==> config.mk <==
export PLATFORM = sky130hd
export DESIGN_NAME = simd_avg_unit
export DESIGN_NICKNAME = d
export VERILOG_FILES = /design/src/rtl/simd_avg_pkg.sv /design/src/rtl/simd_avg_decode.sv /design/src/rtl/simd_avg_lanes.sv /design/src/rtl/simd_avg_unit.sv
export SDC_FILE = /design/constraint.sdc
export NUM_CORES = 1
export LEC_CHECK = 0
export ABC_AREA = 1
export BUFFER_PORTS_ARGS = -buffer_cell sky130_fd_sc_hd__buf_2
export CAP_MARGIN = 20
export CORE_ASPECT_RATIO = 0.5
export CORE_MARGIN = 2
export CORE_UTILIZATION = 42
export CTS_BUF_LIST = sky130_fd_sc_hd__clkbuf_8
export CTS_CLUSTER_DIAMETER = 120
export DETAILED_ROUTE_END_ITERATION = 8
export PLACE_DENSITY_LB_ADDON = 0.25
export SETUP_SLACK_MARGIN = 0.02
export SYNTH_ARGS = -nofsm -noshare
export SYNTH_HDL_FRONTEND = slang
export SYNTH_SLANG_ARGS = --single-unit
==> constraint.sdc <==
create_clock -name clk -period 2.4 [get_ports clk]
set_input_delay 0.12 -clock clk [delete_from_list [all_inputs] [get_ports clk]]
set_output_delay 0.12 -clock clk [all_outputs]
set_load 0.05 [all_outputs]
==> src/rtl/simd_avg_pkg.sv <==
package simd_avg_pkg;

    localparam int INSN_W   = 32;
    localparam int IDX_W    = 5;
    localparam int PRIM_W   = 6;
    localparam int XO_W     = 11;
    localparam int N_SIZES  = 3;

    localparam logic [PRIM_W-1:0] PRIM_VECTOR = 6'd4;
    localparam logic [XO_W-1:0]   XO_AVG_B    = 11'd1282;
    localparam logic [XO_W-1:0]   XO_AVG_H    = 11'd1346;
    localparam logic [XO_W-1:0]   XO_AVG_W    = 11'd1410;

    typedef enum logic [1:0] {
        LANE_B    = 2'd0,
        LANE_H    = 2'd1,
        LANE_W    = 2'd2,
        LANE_NONE = 2'd3
    } lane_e;

    typedef struct packed {
        lane_e            lane;
        logic [IDX_W-1:0] dst;
        logic             legal;
    } dec_t;

    // MSB-first field positions: bit k of the word is insn[INSN_W-1-k]
    function automatic logic [PRIM_W-1:0] fld_prim(input logic [INSN_W-1:0] w);
        return w[INSN_W-1 -: PRIM_W];
    endfunction

    function automatic logic [IDX_W-1:0] fld_dst(input logic [INSN_W-1:0] w);
        return w[INSN_W-1-PRIM_W -: IDX_W];
    endfunction

    function automatic logic [XO_W-1:0] fld_xo(input logic [INSN_W-1:0] w);
        return w[XO_W-1:0];
    endfunction

    function automatic lane_e xo_lane(input logic [XO_W-1:0] xo);
        case (xo)
            XO_AVG_B: return LANE_B;
            XO_AVG_H: return LANE_H;
            XO_AVG_W: return LANE_W;
            default:  return LANE_NONE;
        endcase
    endfunction

endpackage

==> src/rtl/simd_avg_decode.sv <==
module simd_avg_decode
    import simd_avg_pkg::*;
(
    input  logic              use_insn,
    input  logic [INSN_W-1:0] insn,
    input  logic [1:0]        lane_sel,
    output dec_t              dec
);
    lane_e lane_d;

    always_comb begin
        if (use_insn) begin
            lane_d = (fld_prim(insn) == PRIM_VECTOR) ? xo_lane(fld_xo(insn)) : LANE_NONE;
        end else begin
            lane_d = lane_e'(lane_sel);
        end
        dec.lane  = lane_d;
        dec.dst   = fld_dst(insn);
        dec.legal = (lane_d != LANE_NONE);
    end
endmodule

==> src/rtl/simd_avg_lanes.sv <==
module simd_avg_lanes #(
    parameter int VEC_W  = 128,
    parameter int LANE_W = 8
) (
    input  logic [VEC_W-1:0] a,
    input  logic [VEC_W-1:0] b,
    output logic [VEC_W-1:0] y
);
    localparam int N_LANES = VEC_W / LANE_W;
    localparam logic [LANE_W:0] ONE = {{LANE_W{1'b0}}, 1'b1};

    for (genvar g = 0; g < N_LANES; g++) begin : g_lane
        localparam int HI = VEC_W - 1 - g * LANE_W;
        logic [LANE_W:0] sum;
        // one guard bit per lane: the sum never wraps, no carry leaves the lane
        assign sum = {a[HI], a[HI -: LANE_W]} + {b[HI], b[HI -: LANE_W]} + ONE;
        assign y[HI -: LANE_W] = sum[LANE_W:1];
    end
endmodule

==> src/rtl/simd_avg_unit.sv <==
module simd_avg_unit
    import simd_avg_pkg::*;
#(
    parameter int VEC_W = 128
) (
    input  logic              clk,
    input  logic              rst,
    input  logic              in_valid,
    input  logic              use_insn,
    input  logic [31:0]       insn,
    input  logic [1:0]        lane_sel,
    input  logic [VEC_W-1:0]  opnd_a,
    input  logic [VEC_W-1:0]  opnd_b,
    output logic [VEC_W-1:0]  res_data,
    output logic [4:0]        res_dst,
    output logic              res_valid,
    output logic              illegal_op
);
    dec_t             dec;
    logic [VEC_W-1:0] size_res [N_SIZES];
    logic [VEC_W-1:0] pick;
    logic             take;

    simd_avg_decode u_dec (
        .use_insn (use_insn),
        .insn     (insn),
        .lane_sel (lane_sel),
        .dec      (dec)
    );

    for (genvar k = 0; k < N_SIZES; k++) begin : g_size
        simd_avg_lanes #(.VEC_W(VEC_W), .LANE_W(8 << k)) u_lanes (
            .a (opnd_a),
            .b (opnd_b),
            .y (size_res[k])
        );
    end

    always_comb begin
        case (dec.lane)
            LANE_H:  pick = size_res[1];
            LANE_W:  pick = size_res[2];
            default: pick = size_res[0];
        endcase
    end

    assign take = in_valid && dec.legal;

    always_ff @(posedge clk) begin
        if (rst) begin
            res_valid  <= 1'b0;
            illegal_op <= 1'b0;
            res_data   <= '0;
            res_dst    <= '0;
        end else begin
            res_valid  <= take;
            illegal_op <= in_valid && !dec.legal;
            if (take) begin
                res_data <= pick;
                res_dst  <= dec.dst;
            end
        end
    end
endmodule

# Word-level counts from Yosys, hierarchy flattened

Cells that the tools add are included.

Flip-flop bits (word level): 135
Bits in latches: 0
RAM bits: 0
Bits in read-only memories: 0
Bits of input ports: 294
Output and inout port bits: 135
Logic and storage cells: 74
Memories kept: 0

Add/sub/neg operators: 56
$mul: 0
Divide/modulo/power cells: 0
Order comparisons: 0
Equal/unequal tests: 7
Shifts and indexed selects: 0
Muxes and demuxes: 4
Bitwise operators: 0
Reductions and logical operators: 3

Operators by type and width:

| kind                  | count |
|---|---|
| $pmux 128 s2          | 1 |
| $add 8x8->9           | 16 |
| $add 9x1->9 const B   | 16 |
| $add 16x16->17        | 8 |
| $add 17x1->17 const B | 8 |
| $add 32x32->33        | 4 |
| $add 33x1->33 const B | 4 |
| $eq 11x11->1 const B  | 3 |
| $eq 6x3->1 const B    | 1 |
| $pmux 2 s3            | 1 |
| $mux 2                | 2 |
| $eq 2x1->1 const B    | 1 |
| $eq 2x2->1 const B    | 1 |
| $logic_and 1x1->1     | 2 |
| $ne 2x2->1 const B    | 1 |
| $logic_not 1->1       | 1 |

# Logic depth before layout (Yosys ltp)

Word-level depth: 7
Mapped depth: 18
Mapped depth without buffers: 18

# Hierarchy

Synthesis repeated with hierarchy kept, for this count alone.

Cell total of the unflattened synthesis: 6512
Area, all modules: 32464.9 µm²

Modules (own cells, without submodules):

| module                             | times used | cells each | area each (µm²) |
|---|---|---|---|
| simd_avg_lanes (g_size[2].u_lanes) | 1          | 2076       | 9706.8 |
| simd_avg_unit                      | 1          | 1668       | 8838.5 |
| simd_avg_lanes (g_size[1].u_lanes) | 1          | 1593       | 7759.9 |
| simd_avg_lanes (g_size[0].u_lanes) | 1          | 1143       | 6002.0 |
| simd_avg_decode                    | 1          | 32         | 157.7 |

# Worst setup path before layout

OpenSTA, ideal clock, no wires.

Kind: input -> register
Start: input insn[31]
End: register res_data[97]
Arrival time: 2067 ps
Setup slack: 205 ps
Stages: 14
Buffers on the path: 2
Cells stage by stage: nor4_1 > and3b_1 > and2_1 > a31oi_1 > ha_1 > buf_2 > inv_2 > nor2_1 > nand2_1 > nand2_1 > inv_2 > buf_2 > a22oi_1 > nor2_1

Longest elaborated chain between the ends: 5
Elaborated cells between the ends (all ways): 8
Those cells by class: eq/ne: 4; mux: 3; reduce/logical: 1

Ends and longest elaborated chain:

| what                                              | line                                     | source |
|---|---|---|
| from (decl)                                       | simd_avg_unit.sv:10                      | `input logic [31:0] insn,` |
| $eq 6x3->1 *                                      | simd_avg_decode.sv:13                    | `lane_d = (fld_prim(insn) == PRIM_VECTOR) ? xo_lane(fld_xo(insn)) : LANE_NONE;` |
| $mux 2 *                                          | simd_avg_decode.sv:13                    |  |
| $mux 2 *                                          | simd_avg_decode.sv:12                    | `if (use_insn) begin` |
| $eq 2x2->1 (tied with other cells)                | simd_avg_unit.sv:40                      | `case (dec.lane)` |
| $pmux 128 s2 or $logic_and 1x1->1 (tied branches) | simd_avg_unit.sv:40, simd_avg_unit.sv:47 |  |
| to (signal assigned)                              | simd_avg_unit.sv:59                      | `res_data <= pick;` |
| to (decl)                                         | simd_avg_unit.sv:14                      | `output logic [VEC_W-1:0] res_data,` |

Mark *: on every way between the ends. The rest lies on a longest branch, timed or not.
A chain may end at the register's enable or synchronous reset.

# Worst setup path in the final report

Start: input insn[30]
End: register res_data[22]

The elaborated chain is that of the path after synthesis.

==> results_dict.tcl <==
set metrics [dict create \
    wl_per_cell_um 15.9 \
    cts_buffers 17 \
    cpPeakStageDelay_ns 0.53 \
    rrSetupSlack_ns 1.63 \
    die_area_um2 46900 \
    synth_edf_count 0 \
    grt_max_degree 54 \
    synth_area_leaders "nand2_1 (23%), dfxtp_1 (14%), inv_1 (13%), ha_1 (9.2%), a21oi_1 (6.9%)" \
    status "finished clean" \
    fin_setup_tns_ns 0 \
    h-tree-depth 4 \
    vias_per_cell 5.04 \
    stdcell_count 4471 \
    worst_pin_slew_ns 0.713 \
    rsz0062_at_grt "false" \
    row_count 54 \
    ys_warn_count 0 \
    layout_common_cells "nand2_1 (1183), inv_1 (635), buf_2 (418)" \
    grt_pass1_vias 21000 \
    drv_slew 0 \
    utilization 0.511 \
    track_usage 0.296 \
    cp_slowest_cell "a31oi_1" \
    worstSetupPathType "in2reg" \
    ys_async_sr_fraction 0 \
    vdd_ir_drop_max_uv 356 \
    max_freq_ghz 0.489 \
    worst_skew_pair.late_latency_ns 0.53 \
    yosysUniqueCellTypes 44 \
    syn_area_per_cell_um2 5.48 \
    place_inst 4433 \
    skew_ns 0 \
    core-area_um2 44000 \
    antenna_left 0 \
    worstPathRequired_ns 2.85 \
    grt_pass1_wl_mm 111 \
    post-route-drc-count 0 \
    vias 22500 \
    cts_tree "done" \
    io_buffers 418 \
    setup_viol 0 \
    die_h_um 154 \
    clk_pin_slew_ns 0.10 \
    drtPass1Iterations 6 \
    synthesis.area_um2 18900 \
    path_cells "buf_2 > nor4_1 > and3b_1 > and2_1 > a31oi_1 > ha_2 > inv_2 > nor2_2 > buf_4 > inv_1 > o31ai_1 > o21ai_0 > inv_1 > a21oi_1" \
    slew_headroom 0.522 \
    synth_top_area_share 0.235 \
    hold_path.class "in2reg" \
    hold_viol 0 \
    synthCells 3454 \
    syn_nets 3903 \
    period_share 0.851 \
    die_w_um 304 \
    cts_sinks 135 \
    synth_top_area_cell "nand2_1" \
    root_buffer "clkbuf_8" \
    post_dp_cell_area_um2 22000 \
    cp.arrival_ns 2.49 \
    start_util 0.430 \
    crit_path_start_kind "input pin" \
    critical_path.most_common_cell "inv_1" \
    cts.path.max_buffers 2 \
    cap_violations 0 \
    n_antenna_cell 0 \
    wl_mm 71.1 \
    antenna_found_initial 1 \
    drive_above_1_share 0.189 \
    period_minus_slack_ns 2.04 \
    ys_seq_area_frac 0.143 \
    hold_ws_ns 0.0646 \
    crit_fanout 4 \
    endpoint_kind "register" \
    area_growth_pct 18.8 \
    leakage_uw 0.0129 \
    p_per_area_nw_per_um2 447 \
    overflow 0 \
    design_area_um2 22500 \
    dp_hpwl_mm 58.0 \
    final_common_cell "nand2_1" \
    io-pin-count 429 \
    nets 4319 \
    place_congestion 0.971 \
    drtIter0Drc 1745 \
    ys.flop_type "dfxtp_1" \
    ys_ff_latch 135 \
]
## worst max-delay path, delay by kind of cell
kind / cells / cell delay, ns
AO/OA/AOI/OAI: 4 / 0.94
adder cells (fa/ha/maj): 1 / 0.44
buffers and inverters: 5 / 0.59
AND/OR/NAND/NOR: 4 / 0.38
## report_power, final
group          internal [uW]  total, uW  switching (uW)
combinational           1680       5370            3690
clock                    884       2140            1260
sequential              2410       2530             117
## area by class of cell
class	count	area, um^2
timing repair buffer	479	2750
inverter	671	2520
sequential	135	2700
fill	4773	21500
clock inverter	15	178
clock buffer	17	234
tap	588	736
multi-input combinational	2566	13300
## synth_stat cells, drive strengths merged, types with 3 or more instances
cell / count
xor2: 48
nor3: 36
xnor2: 3
fa: 16
and3: 3
a21o: 4
buf: 39
a31oi: 28
dfxtp: 135
and2: 6
nand3: 195
nand3b: 12
a21boi: 7
o211ai: 13
a21oi: 285
clkbuf: 43
ha: 139
nand2: 1235
nor2: 245
o21ai: 242
inv: 670
o21bai: 8
nand4: 16
or2: 17
## per-stage QoR
stage,total power (uW),setup WS (ns)
floorplan,6240,0.205
global placement,7820,-0.0717
detailed placement,7860,-0.149
CTS,10000,0.399
global route,10700,0.166
finish,10000,0.356
## registers in the layout, summed over array words and instances, names as in the netlist
name and count:
res_data 128, illegal_op 1, res_valid 1, res_dst 5
## timing repair
action,4_1_cts,5_1_grt
gates resized for setup,0,0
hold buffers,6,0
endpoints found under the hold margin,6,0
buffers inserted,0,0
## cells by family after synthesis
family	synth area share
AOI/OAI and AO/OA	0.170
and+or+nand+nor	0.401
DFF	0.143
buffers and inverters	0.153
adders and majority gates	0.109
xor gates and xnor gates	0.0236
## path summary, 6_finish.rpt
check	startpoint	to	depth (start not counted)
max	insn[30]	res_data[22]$_SDFFE_PP0P_	14
min	opnd_b[33]	res_data[32]$_SDFFE_PP0P_	4
max reg2reg	res_data[109]$_SDFFE_PP0P_	res_data[109]$_SDFFE_PP0P_	2
min reg2reg	res_data[70]$_SDFFE_PP0P_	res_data[70]$_SDFFE_PP0P_	2
## per-layer routing
layer  vias up  routed length, um  track usage
met5         -                 13            0
met1     10100              31000        0.372
li1      11600                  -            -
met2       693              33800        0.524
met3       115               4280       0.0380
met4         2               1990       0.0952
Power figures use the tool's default switching activity.
